`config.mk`:
```
export PLATFORM = sky130hd
export DESIGN_NAME = strap_led_pins
export DESIGN_NICKNAME = d
export VERILOG_FILES = /design/src/rtl/strap_led_pkg.sv /design/src/rtl/strap_led_ctrl.sv /design/src/rtl/strap_led_datapath.sv /design/src/rtl/strap_led_pins.sv
export SDC_FILE = /design/constraint.sdc
export NUM_CORES = 1
export LEC_CHECK = 0
export ABC_CLOCK_PERIOD_IN_PS = 2900
export BUFFER_PORTS_ARGS = -buffer_cell sky130_fd_sc_hd__buf_2
export CORE_MARGIN = 5
export CORE_UTILIZATION = 45
export CTS_CLUSTER_DIAMETER = 200
export DETAILED_ROUTE_END_ITERATION = 10
export PLACE_DENSITY_LB_ADDON = 0.1
export SETUP_SLACK_MARGIN = 0.2
export SYNTH_ARGS = -nofsm -noshare
export SYNTH_HDL_FRONTEND = slang
export SYNTH_SLANG_ARGS = --single-unit
```
`constraint.sdc`:
```
create_clock -name clk -period 2.9 [get_ports clk]
set_input_delay 0.87 -clock clk [delete_from_list [all_inputs] [get_ports clk]]
set_output_delay 0.87 -clock clk [all_outputs]
set_load 0.1 [all_outputs]
```
`src/rtl/strap_led_pkg.sv`:
```
package strap_led_pkg;
  localparam int NUM_PADS = 5;
  localparam int PAD_ACT  = 0;
  localparam int PAD_COL  = 1;
  localparam int PAD_LINK = 2;
  localparam int PAD_TX   = 3;
  localparam int PAD_RX   = 4;
  // pads whose indication is pulse-stretched (link is shown as a level)
  localparam logic [NUM_PADS-1:0] STRETCH_MASK_DEF = 5'b11011;

  typedef struct packed {
    logic capture;   // latch strap levels this edge
    logic driveEn;   // turn pad drivers on this edge
  } strapStrobe_t;
endpackage

```
`src/rtl/strap_led_ctrl.sv`:
```
module strap_led_ctrl
  import strap_led_pkg::*;
(
  input  logic         clk,
  input  logic         rstN,
  output strapStrobe_t strobe
);
  typedef enum logic [1:0] {PH_SAMPLE, PH_ARM, PH_RUN} phase_t;
  phase_t phase;

  always_ff @(posedge clk or negedge rstN) begin
    if (!rstN) begin
      phase <= PH_SAMPLE;
    end else begin
      case (phase)
        PH_SAMPLE: phase <= PH_ARM;
        PH_ARM:    phase <= PH_RUN;
        default:   phase <= PH_RUN;
      endcase
    end
  end

  assign strobe.capture = (phase == PH_SAMPLE);
  assign strobe.driveEn = (phase == PH_ARM);
endmodule

```
`src/rtl/strap_led_datapath.sv`:
```
module strap_led_datapath
  import strap_led_pkg::*;
#(
  parameter int                    STRETCH_CYCLES = 8,
  parameter logic [NUM_PADS-1:0]   STRETCH_MASK   = STRETCH_MASK_DEF
) (
  input  logic                clk,
  input  logic                rstN,
  input  strapStrobe_t        strobe,
  input  logic [NUM_PADS-1:0] statusIn,
  input  logic [NUM_PADS-1:0] padIn,
  output logic [NUM_PADS-1:0] padOut,
  output logic [NUM_PADS-1:0] padOe,
  output logic [NUM_PADS-1:0] phyAddr
);
  localparam int CNT_W = $clog2(STRETCH_CYCLES + 1);
  localparam logic [CNT_W-1:0] CNT_LOAD = CNT_W'(STRETCH_CYCLES);

  logic [NUM_PADS-1:0] addrQ;
  logic [NUM_PADS-1:0] oeQ;
  logic [NUM_PADS-1:0] ledOn;

  always_ff @(posedge clk or negedge rstN) begin
    if (!rstN) begin
      addrQ <= '0;
      oeQ   <= '0;
    end else begin
      if (strobe.capture) addrQ <= padIn;
      if (strobe.driveEn) oeQ   <= '1;
    end
  end

  for (genvar i = 0; i < NUM_PADS; i++) begin : g_pad
    if (STRETCH_MASK[i]) begin : g_stretch
      logic [CNT_W-1:0] holdCnt;
      always_ff @(posedge clk or negedge rstN) begin
        if (!rstN)                 holdCnt <= '0;
        else if (statusIn[i])      holdCnt <= CNT_LOAD;
        else if (holdCnt != '0)    holdCnt <= holdCnt - CNT_W'(1);
      end
      assign ledOn[i] = (holdCnt != '0);
    end else begin : g_level
      logic levelQ;
      always_ff @(posedge clk or negedge rstN) begin
        if (!rstN) levelQ <= 1'b0;
        else       levelQ <= statusIn[i];
      end
      assign ledOn[i] = levelQ;
    end
  end

  // a strap bit of 1 means the LED hangs from the high rail: sink to light it
  assign padOut  = oeQ & (ledOn ^ addrQ);
  assign padOe   = oeQ;
  assign phyAddr = addrQ;
endmodule

```
`src/rtl/strap_led_pins.sv`:
```
module strap_led_pins
  import strap_led_pkg::*;
#(
  parameter int STRETCH_CYCLES = 8
) (
  input  logic       clk,
  input  logic       rstN,
  input  logic       actIn,
  input  logic       colIn,
  input  logic       linkIn,
  input  logic       txIn,
  input  logic       rxIn,
  input  logic [4:0] padIn,
  output logic [4:0] padOut,
  output logic [4:0] padOe,
  output logic [4:0] phyAddr
);
  strapStrobe_t        strobe;
  logic [NUM_PADS-1:0] statusIn;

  always_comb begin
    statusIn           = '0;
    statusIn[PAD_ACT]  = actIn;
    statusIn[PAD_COL]  = colIn;
    statusIn[PAD_LINK] = linkIn;
    statusIn[PAD_TX]   = txIn;
    statusIn[PAD_RX]   = rxIn;
  end

  strap_led_ctrl u_ctrl (
    .clk    (clk),
    .rstN   (rstN),
    .strobe (strobe)
  );

  strap_led_datapath #(
    .STRETCH_CYCLES (STRETCH_CYCLES),
    .STRETCH_MASK   (STRETCH_MASK_DEF)
  ) u_dp (
    .clk      (clk),
    .rstN     (rstN),
    .strobe   (strobe),
    .statusIn (statusIn),
    .padIn    (padIn),
    .padOut   (padOut),
    .padOe    (padOe),
    .phyAddr  (phyAddr)
  );
endmodule

```
# [Word-level counts from Yosys, hierarchy flattened]
# Cells that the tools add are included.
# W data, S select, Z words.
[op_classes] n_reduce_logical=9 n_addsub=4 mux=9 n_bitwise=2 eq_ne=1
[ops] op="$mux W4" n=8
[ops] op="$reduce_bool A4 Y1" n=4
[ops] op="$sub A4 B1 Y4 const B" n=4
[ops] op="$reduce_bool A2 Y1" n=4
[ops] op="$and A5 B5 Y5" n=1
[ops] op="$xor A5 B5 Y5" n=1
[ops] op="$eq A2 B1 Y1 const B" n=1
[ops] op="$logic_not A2 Y1" n=1
[ops] op="$mux W2" n=1
[word_totals] ff_bits=25 input_bits=12 word_cells=33 out_inout_bits=15

# [Longest topological paths before layout]
# Gate-level depths: netlist of run 1.
[depth] ltp_word=3 mapped_depth=6 depth_no_buf=5

# [Modules after synthesis]
# Synthesis of run 1 repeated with hierarchy kept, for this count alone.
[unflattened] cells_unflattened=120 hier_area_um2=1280.0
[modules_own_cells] module="strap_led_datapath" cells_each=115 seq_area_each_um2=575.6 n_inst=1 area_per_inst_um2=1211.2
[modules_own_cells] module="strap_led_ctrl" cells_each=5 seq_area_each_um2=50.0 n_inst=1 area_per_inst_um2=68.8

# [Worst setup path before layout of run 1]
# No wires, ideal clock.
[synth_path] kind="register to output" from="register u_dp.g_pad[4].g_stretch.holdCnt[0]" to="output port padOut[4]" slack_ps=56 stages_incl_launch_ff=7 path_buffers=1 arrival_time_ps=1974 cell_sequence="dfrtp_1 > inv_1 > ha_1 > or3b_1 > buf_2 > xor2_1 > and2_1"
[synth_via] elab_chain_cells=3
[synth_lines] item="start, declared" line="strap_led_datapath.sv:35" text="logic [CNT_W-1:0] holdCnt;"
[synth_lines] item="start signal, assigned" line="strap_led_datapath.sv:39" text="else if (holdCnt != '0) holdCnt <= holdCnt - CNT_W'(1);"
[synth_lines] item="$reduce_bool A4 Y1" line="strap_led_datapath.sv:41" text="assign ledOn[i] = (holdCnt != '0);"
[synth_lines] item="$xor A5 B5 Y5" line="strap_led_datapath.sv:53" text="assign padOut = oeQ & (ledOn ^ addrQ);"
[synth_lines] item="$and A5 B5 Y5" line="strap_led_datapath.sv:53"
[synth_lines] item="end, declared" line="strap_led_pins.sv:14" text="output logic [4:0] padOut,"
# No other way between the ends.

# [Final worst setup path of run 1]
[layout_path] from="register u_dp.g_pad[3].g_stretch.holdCnt[0]" to="output port padOut[3]"
[layout_via] elab_chain_cells=3
[layout_lines] item="start, declared" line="strap_led_datapath.sv:35"
[layout_lines] item="start signal, assigned" line="strap_led_datapath.sv:39"
[layout_lines] item="$reduce_bool A4 Y1" line="strap_led_datapath.sv:41"
[layout_lines] item="$xor A5 B5 Y5" line="strap_led_datapath.sv:53"
[layout_lines] item="$and A5 B5 Y5" line="strap_led_datapath.sv:53"
# No other way between the ends.

==> results_dict.tcl, run 1 <==
set metrics [dict create \
    drcViolationCount 0 \
    syn_area_per_cell_um2 10.76 \
    timing.slew.headroom 0.6489 \
    grt_pass1_wl_um 4215 \
    net-switching-power_mw 0.7170 \
    ant_nets 0 \
    peakVddDrop_mv 0.7707 \
    cts_tree "yes" \
    grt_usage 0.1306 \
    die_y_um 63.33 \
    holdBufCountCts 0 \
    synth_xor_area_frac 0.06158 \
    vias 953 \
    synth_edf_count 0 \
    p_leak_nw 0.7628 \
    swShare 0.4147 \
    num_io_pins 27 \
    die_w_um 63.33 \
    cts_made_buffers 3 \
    layout_commonest_cell "dfrtp_1" \
    vias_per_cell 5.042 \
    synth_fp_nets 139 \
    synth_ff_type "dfrtp_1" \
    ys_async_sr_fraction 1.000 \
    firstDrtPassIters 4 \
    finalHoldViolCount 0 \
    cts.sinks 25 \
    slew_violations 0 \
    final_nets 179 \
    synth-seq-area-share 0.4888 \
    core_area_mm2 0.002734 \
    holdCritPathClass "input port to asynchronous set/reset pin" \
    setup.worst_path.end_class "output pin" \
    outcome "complete, no violations" \
    ys_ff_latch 25 \
    final_cells 189 \
    clk_latency_ns 0.30 \
    cts-root-buf "clkbuf_4" \
    dp_hpwl_um 1695 \
    tns_ns 0 \
    finalClockSkew_ns 0.003439 \
    netlist_instances 119 \
    drt_wl_total_um 2367 \
    crit_type "flip-flop to output pin" \
    grt_pass1_vias 976 \
    synthMuxAreaShare 0.04399 \
    setup_viol 0 \
    rows 19 \
    dieArea_mm2 0.004011 \
    cp_max_fo 2 \
    required_ns 2.03 \
    synthAdderAreaFrac 0.07820 \
    drv_cap 0 \
    port_buffers 26 \
    cp-start-kind "flip-flop" \
    internal_power_mw 1.012 \
    antennaDiodeCount 0 \
    yosysWarnings 0 \
    placedCellCount 170 \
    drt_iter0_drc 28 \
    pwr-share-clk 0.084 \
    gr-total-overflow 0 \
    crit_arrival_ns 1.80 \
    start_util 0.4682 \
    fmax_mhz 374.0 \
    cts.path.max_buffers 2 \
    yosys.area_share.simple 0.1955 \
    post-route-period-util 0.9219 \
    hold_ws_ns 0.5171 \
    syn_to_final_growth_pct 30.01 \
    finalCriticalPeriod_ns 2.673 \
    synth_top_family_by_area "simple AND/OR/NAND/NOR gates" \
    synth_area_mm2 0.001280 \
    synthDistinctLibCells 25 \
    pwr-share-seq 0.320 \
    h-tree-depth 1 \
    antenna_found_initial 0 \
    clk_pin_slew_worst_paths_ns 0.12 \
    routabilityCongestion 0.7549 \
    rsz0062_at_grt "yes" \
    final_layout_size_suffix_gt1_frac 0.4494 \
    synth_compound_area_frac 0.07136 \
    post_drt_wl_per_cell_um 12.52 \
    worst_pin_slew_ns 0.5266 \
    combPwrFrac 0.596 \
    most-common-layout-cells "25 x dfrtp_1, 22 x buf_2, 15 x buf_4" \
    power_density_mw_per_mm2 1039 \
    grt_max_degree 26 \
]
-- sequential cells by signal, indices dropped and copies added, names as in the netlist --
signal,cells
u_dp.g_pad.g_stretch.holdCnt,16
u_dp.phyAddr,5
u_ctrl.phase,2
u_dp.g_pad.g_level.levelQ,1
u_dp.padOe,1
-- layout make-up --
cell class                      instances  area [um2]
Timing Repair Buffer                   41       302.8
Tap cell                               31       38.79
Clock buffer                            4       26.28
Fill cell                             227        1070
Sequential cell                        25       625.6
Inverter                               10       37.54
Multi-Input combinational cell         78       633.1
-- layer usage --
metal	GRT usage	vias to the layer above	part of all wire
met4	0.06753	0	0.014
li1	-	465	-
met5	0	-	0
met3	0.02842	4	0.050
met1	0.1520	461	0.43
met2	0.2221	23	0.51
-- cells by family (layout without fill, tap and decap cells) --
logic type / after synthesis / after routing
compound gates: 14 / 14
fa+ha+maj: 8 / 8
flops: 25 / 25
mux: 5 / 5
xor+xnor: 9 / 9
buf+inv: 16 / 55
simple gates: 42 / 42
-- synthesized netlist by cell type, drive strengths merged, types with 3 or more instances --
cell	instances	area, um2
a211o	3	26.28
nor3	3	15.01
dfrtp	25	625.6
xnor2	6	52.55
buf	6	40.04
nand2b	5	31.28
inv	10	37.54
or3	4	25.02
and2	5	31.28
nor2	10	40.04
nor2b	6	37.54
ha	8	100.1
xor2	3	26.28
mux2	5	56.30
a21oi	7	35.03
-- power by group through the flow --
stage,Clock [mW],Sequential [mW],Combinational [mW]
2_1_floorplan,0,0.552,0.613
3_3_place_gp,0,0.541,0.766
3_5_place_dp,0,0.544,0.792
4_1_cts,0.156,0.548,0.947
5_1_grt,0.178,0.567,1.13
6_report,0.145,0.554,1.03
-- what timing repair did --
| item | in CTS | in global routing |
|---|---|---|
| buffers inserted | 8 | 7 |
| setup endpoints to repair | 4 | 4 |
| pin swaps | 1 | 2 |
| endpoints found under the hold margin | 0 | 0 |
| gates resized for setup | 19 | 7 |
-- per-stage QoR --
step | utilization | total power [mW] | setup slack, ns | cell area [um2]
5_1_grt | 0.6087 | 1.878 | 0.1167 | 1664
4_1_cts | 0.5826 | 1.651 | 0.1908 | 1593
2_1_floorplan | - | 1.165 | 0.3417 | 1286
3_3_place_gp | 0.5286 | 1.307 | 0.3743 | 1445
3_5_place_dp | 0.5286 | 1.336 | 0.3229 | 1445
6_report | 0.6087 | 1.729 | 0.2265 | 1664
-- final timing paths --
check | cells after the start | startpoint | slack [ns] | to
setup / recovery | 6 | u_dp.g_pad[3].g_stretch.holdCnt[0]$_DFFE_PN0P_ | 0.23 | padOut[3]
hold / removal | 1 | rstN | 0.52 | u_dp.g_pad[4].g_stretch.holdCnt[1]$_DFFE_PN0P_
setup reg to reg | 5 | u_dp.g_pad[3].g_stretch.holdCnt[0]$_DFFE_PN0P_ | 1.40 | u_dp.g_pad[3].g_stretch.holdCnt[1]$_DFFE_PN0P_
hold reg to reg | 1 | u_ctrl.phase[0]$_DFF_PN0_ | 0.52 | u_ctrl.phase[0]$_DFF_PN0_
max in group asynchronous | 1 | rstN | 2.02 | u_dp.g_pad[1].g_stretch.holdCnt[3]$_DFFE_PN0P_
min in group clk | 1 | u_ctrl.phase[0]$_DFF_PN0_ | 0.52 | u_ctrl.phase[0]$_DFF_PN0_
-- worst max-delay path: stages, from the launching register on --
cell	delay [ns]
dfrtp_1	0.42
inv_2	0.09
ha_4	0.13
or3b_4	0.38
xor2_1	0.14
and2_4	0.17
buf_12	0.16
(Power assumes the default switching activity.)
==> inputs of run 2 (changes only) <==
--- a/config.mk
+++ b/config.mk
@@ -9,6 +9,7 @@
 export BUFFER_PORTS_ARGS = -buffer_cell sky130_fd_sc_hd__buf_2
 export CORE_MARGIN = 5
 export CORE_UTILIZATION = 45
+export CTS_BUF_LIST = sky130_fd_sc_hd__clkbuf_16
 export CTS_CLUSTER_DIAMETER = 200
 export DETAILED_ROUTE_END_ITERATION = 10
 export PLACE_DENSITY_LB_ADDON = 0.1
==> run 2 against run 1 <==
Die area is the same. Global-route usage shrank 0.38 points. Power grew 3.7%. First-iteration DRC count shrank 7.1%. Clock skew shrank 0.0023 ns. Combinational power shrank 8%. Clock power grew 100%. Sequential share of layout area grew 0.37 points. Critical path type unchanged. Largest cell class is now registers.
==> results_dict.tcl, run 2 (same netlist as run 1, synthesis figures left out) <==
set metrics [dict create \
    outcome "complete, no violations" \
    cpMaxStageDelayCell "dfrtp_1" \
    post-route-period-util 0.9168 \
    clk_latency_ns 0.25 \
    routabilityCongestion 0.7549 \
    ff_latch_area_um2 625.6 \
    antennaDiodeCount 0 \
    h-tree-depth 1 \
    setup.worst_path.end_class "output pin" \
    dp_hpwl_um 1695 \
    dieArea_mm2 0.004011 \
    place_area_mm2 0.001445 \
    r2r_start "u_dp.g_pad[3].g_stretch.holdCnt[0]$_DFFE_PN0P_" \
    fmax_mhz 376.1 \
    finalClockSkew_ns 0.001140 \
    final_cells 183 \
    power_density_mw_per_mm2 1088 \
    cpPeakStageDelay_ns 0.40 \
    layout_commonest_cell "dfrtp_1" \
    die_w_um 63.33 \
    cp-start-kind "flip-flop" \
    p_leak_nw 0.7546 \
    largest_register "u_dp.g_pad.g_stretch.holdCnt" \
    firstDrtPassIters 4 \
    finalHoldViolCount 0 \
    path_cells "inv_2 -> ha_2 -> or3b_4 -> xor2_1 -> and2_2 -> buf_12" \
    placedCellCount 170 \
    crit_type "flip-flop to output pin" \
    finalCriticalPeriod_ns 2.659 \
    cts_made_buffers 3 \
    holdCritPathClass "flip-flop to flip-flop" \
    core_area_mm2 0.002734 \
    reg2reg_slack_ns 1.39 \
    cts.sinks 25 \
    antenna_found_initial 0 \
    die_y_um 63.33 \
    peakVddDrop_mv 0.8564 \
    grt_pass1_wl_um 4112 \
    syn_to_final_growth_pct 28.74 \
    cp_max_fo 2 \
    worst_pin_slew_ns 0.5187 \
    vias 930 \
    gr-total-overflow 0 \
    grt_max_degree 26 \
    grt_pass1_vias 954 \
    drcViolationCount 0 \
    drv_cap 0 \
    ant_nets 0 \
    start_util 0.4682 \
    setup_viol 0 \
    hold-path-endpoint "u_ctrl.phase[0]$_DFF_PN0_" \
    drt_wl_total_um 2336 \
    port_buffers 26 \
    cts.path.max_buffers 2 \
    final_layout_size_suffix_gt1_frac 0.4079 \
    ff2ff_path_depth 5 \
    fillCellCount 215 \
    clk_pin_slew_worst_paths_ns 0.06 \
    cts-root-buf "clkbuf_16" \
    rsz0062_at_grt "yes" \
    timing.slew.headroom 0.6542 \
    num_io_pins 27 \
    worstHoldPathCells 1 \
    vias_per_cell 5.082 \
    most-common-layout-cells "25 x dfrtp_1, 22 x buf_2, 9 x nor2_1, 9 x buf_4" \
    final_cell_area_mm2 0.001648 \
    required_ns 2.03 \
    crit_family "simple AND/OR/NAND/NOR gates" \
    drt_iter0_drc 26 \
    final_nets 173 \
    cts_tree "yes" \
    slew_violations 0 \
    min-delay-start "u_ctrl.phase[1]$_DFF_PN0_" \
    grt_usage 0.1268 \
    tns_ns 0 \
    holdBufCountCts 0 \
    crit_arrival_ns 1.79 \
    rows 19 \
    post_drt_wl_per_cell_um 12.77 \
    r2r-end "u_dp.g_pad[3].g_stretch.holdCnt[1]$_DFFE_PN0P_" \
    critPathBufInv 2 \
    largest_register_ff_count 16 \
    multi_input_comb_area_um2 618.1 \
]
run 2: cell count changes in the layout (fill, tap and decap cells not counted), moves of 2 or more:
cell,change
and2_2,+2
buf_4,-6
inv_2,-2
clkbuf_4,-3
and2_4,-2
inv_1,+3
clkbuf_16,+3
run 2: how the worst max path moves through the flow:
| stage | startpoint | to | slack [ns] | depth (start not counted) |
|---|---|---|---|---|
| detailed placement | u_dp.g_pad[1].g_stretch.holdCnt[0]$_DFFE_PN0P_ | padOut[1] | 0.32 | 6 |
| floorplan | u_dp.g_pad[4].g_stretch.holdCnt[0]$_DFFE_PN0P_ | padOut[4] | 0.34 | 6 |
| global placement | u_dp.g_pad[0].g_stretch.holdCnt[0]$_DFFE_PN0P_ | padOut[0] | 0.37 | 6 |
| global route | u_dp.g_pad[1].g_stretch.holdCnt[0]$_DFFE_PN0P_ | padOut[1] | 0.17 | 6 |
| finish | u_dp.g_pad[3].g_stretch.holdCnt[0]$_DFFE_PN0P_ | padOut[3] | 0.24 | 6 |
| CTS | u_dp.g_pad[4].g_stretch.holdCnt[1]$_DFFE_PN0P_ | padOut[4] | 0.20 | 6 |
run 2: final cells by class:
cell class              instances  area share
flip-flops and latches         25      0.3797
multi-input cells              78      0.3751
repair buffers                 35      0.1511
clock buffers                   3     0.04556
well taps                      31     0.02354
inverters                      10     0.02278
clock inverters                 1    0.002278
run 2: where the power goes:
| group | switching, mW | internal, mW | total (mW) |
|---|---|---|---|
| clock network | 0.107 | 0.184 | 0.290 |
| registers | 0.102 | 0.454 | 0.555 |
| logic | 0.505 | 0.442 | 0.947 |
run 2: timing repair:
item                                   4_1_cts  5_1_grt
endpoints found under the hold margin        0        0
buffers inserted                             4        5
setup endpoints to repair                    4        4
gates resized for setup                      8       10
run 2: per-stage QoR:
step / hold slack (ns) / setup WS (ns) / total power [mW] / util
2_1_floorplan: 0.4600 / 0.3417 / 1.165 / -
3_3_place_gp: 0.4802 / 0.3743 / 1.307 / 0.5286
3_5_place_dp: 0.5020 / 0.3229 / 1.336 / 0.5286
4_1_cts: 0.5110 / 0.2040 / 1.716 / 0.5785
5_1_grt: 0.5343 / 0.1712 / 1.931 / 0.6027
6_report: 0.5096 / 0.2412 / 1.793 / 0.6027
run 2: routing by layer:
layer | global-route usage | wire (um) | part of all wire | vias up
met5 | 0 | 0 | 0 | -
met4 | 0.06234 | 27 | 0.012 | 0
met3 | 0.03375 | 134 | 0.057 | 4
met2 | 0.2195 | 1159 | 0.50 | 25
met1 | 0.1417 | 1015 | 0.43 | 448
li1 | - | - | - | 453
==> inputs of run 3 (changes only) <==
--- a/config.mk
+++ b/config.mk
@@ -12,7 +12,7 @@
 export CTS_BUF_LIST = sky130_fd_sc_hd__clkbuf_16
 export CTS_CLUSTER_DIAMETER = 200
 export DETAILED_ROUTE_END_ITERATION = 10
-export PLACE_DENSITY_LB_ADDON = 0.1
+export PLACE_DENSITY = 0.68
 export SETUP_SLACK_MARGIN = 0.2
 export SYNTH_ARGS = -nofsm -noshare
 export SYNTH_HDL_FRONTEND = slang
==> run 3 against run 2 <==
Maximum frequency down 0.20%. Via count up 0.43%. First-iteration DRC count is 27% higher. Power increased by 1.8%. Clock-buffer cell count unchanged. Sequential share of layout area down 0.48 points. Hold slack got worse by 0.0075 ns. Register-to-register slack about the same. Critical path depth unchanged. Critical endpoint is now padOut[4]. Largest cell class unchanged.
==> results_dict.tcl, run 3 (same netlist as run 1, synthesis figures left out) <==
set metrics [dict create \
    outcome "complete, no violations" \
    reg2reg_slack_ns 1.40 \
    p_leak_nw 0.7700 \
    core_area_mm2 0.002734 \
    final_layout_size_suffix_gt1_frac 0.4156 \
    dieArea_mm2 0.004011 \
    cp-start-kind "flip-flop" \
    finalHoldViolCount 0 \
    clk_pin_slew_worst_paths_ns 0.06 \
    cts_tree "yes" \
    drcViolationCount 0 \
    die_w_um 63.33 \
    post_drt_wl_per_cell_um 13.74 \
    setup.worst_path.end_class "output pin" \
    grt_usage 0.1330 \
    antennaDiodeCount 0 \
    r2r_start "u_dp.g_pad[4].g_stretch.holdCnt[0]$_DFFE_PN0P_" \
    required_ns 2.03 \
    most-common-layout-cells "25 x dfrtp_1, 22 x buf_2, 11 x buf_4" \
    finalCriticalPeriod_ns 2.664 \
    final_cell_area_mm2 0.001669 \
    setup_viol 0 \
    start_util 0.4682 \
    cp_max_fo 2 \
    rows 19 \
    post-route-period-util 0.9187 \
    cts.path.max_buffers 2 \
    min-delay-start "u_ctrl.phase[0]$_DFF_PN0_" \
    die_y_um 63.33 \
    crit_arrival_ns 1.79 \
    worstHoldPathCells 1 \
    r2r-end "u_dp.g_pad[4].g_stretch.holdCnt[1]$_DFFE_PN0P_" \
    grt_pass1_vias 1006 \
    finalClockSkew_ns 0.0008645 \
    routabilityCongestion 0.7729 \
    vias_per_cell 5.049 \
    grt_pass1_wl_um 4278 \
    hold_ws_ns 0.5021 \
    antenna_found_initial 0 \
    cpPeakStageDelay_ns 0.40 \
    ff2ff_path_depth 5 \
    rsz0062_at_grt "no" \
    drt_wl_total_um 2541 \
    path_cells "inv_2 -> ha_2 -> or3b_4 -> xor2_1 -> and2_2 -> buf_12" \
    layout_commonest_cell "dfrtp_1" \
    firstDrtPassIters 4 \
    final_nets 175 \
    drt_iter0_drc 33 \
    cts-root-buf "clkbuf_16" \
    vias 934 \
    cts.sinks 25 \
    crit_type "flip-flop to output pin" \
    gr-total-overflow 0 \
    post-route-util 0.6105 \
    tns_ns 0 \
    hold-path-endpoint "u_dp.padOe[0]$_DFFE_PN0N_" \
    place_area_mm2 0.001445 \
    fmax_mhz 375.4 \
    port_buffers 26 \
    setup_slack_ns 0.2359 \
    largest_register_ff_count 16 \
    slew_violations 0 \
    drv_cap 0 \
    dp_hpwl_um 1697 \
    cpMaxStageDelayCell "dfrtp_1" \
    power_density_mw_per_mm2 1094 \
    holdBufCountCts 0 \
    syn_to_final_growth_pct 30.40 \
    peakVddDrop_mv 0.7271 \
    grt_max_degree 26 \
    h-tree-depth 1 \
    holdCritPathClass "flip-flop to flip-flop" \
    largest_register "u_dp.g_pad.g_stretch.holdCnt" \
    timing.slew.headroom 0.6260 \
    place_ws_ns 0.3321 \
    clk_latency_ns 0.26 \
    num_io_pins 27 \
    ant_nets 0 \
    cts_made_buffers 3 \
    worst_pin_slew_ns 0.5610 \
]
==> run 3: worst max path at each step <==
stage | start | to | cells after the start
after floorplan | u_dp.g_pad[4].g_stretch.holdCnt[0]$_DFFE_PN0P_ | padOut[4] | 6
after global placement | u_dp.g_pad[0].g_stretch.holdCnt[0]$_DFFE_PN0P_ | padOut[0] | 6
after detailed placement | u_dp.g_pad[1].g_stretch.holdCnt[0]$_DFFE_PN0P_ | padOut[1] | 6
after CTS | u_dp.g_pad[0].g_stretch.holdCnt[0]$_DFFE_PN0P_ | padOut[0] | 6
after global routing | u_dp.g_pad[1].g_stretch.holdCnt[0]$_DFFE_PN0P_ | padOut[1] | 6
final | u_dp.g_pad[4].g_stretch.holdCnt[0]$_DFFE_PN0P_ | padOut[4] | 6
==> run 3: what timing repair did <==
item	CTS	global route
endpoints found under the setup margin	4	4
buffers inserted	5	6
pin swaps	0	2
resized for setup	8	11
==> run 3: power breakdown <==
group          internal [mW]  switching (mW)
clock                  0.184           0.116
sequential             0.454           0.102
combinational          0.458           0.511
==> run 3: through the flow <==
step,power (mW),std cells
final,1.826,185
after global routing,1.952,185
after CTS,1.729,179
after detailed placement,1.339,170
after global placement,1.299,170
after floorplan,1.165,119
==> run 3: metal layers <==
metal,track usage,share of wire
met5,0,0
met4,0.05455,0.018
met3,0.03020,0.058
met2,0.2322,0.53
met1,0.1547,0.39
==> run 3: critical path, delay by kind of cell (launching register included) <==
kind | cells | cell delay, ns
flip-flops | 1 | 0.40
adder cells (fa/ha/maj) | 1 | 0.17
buffers and inverters | 2 | 0.23
AND/OR/NAND/NOR | 2 | 0.59
XOR/XNOR | 1 | 0.14
==> run 3: layout make-up <==
cell class	instances	area (um2)
Sequential cell	25	625.6
Fill cell	229	1065
Inverter	10	37.54
Clock buffer	3	75.07
Tap cell	31	38.79
Multi-Input combinational cell	78	624.3
Clock inverter	1	3.754
Timing Repair Buffer	37	264.0
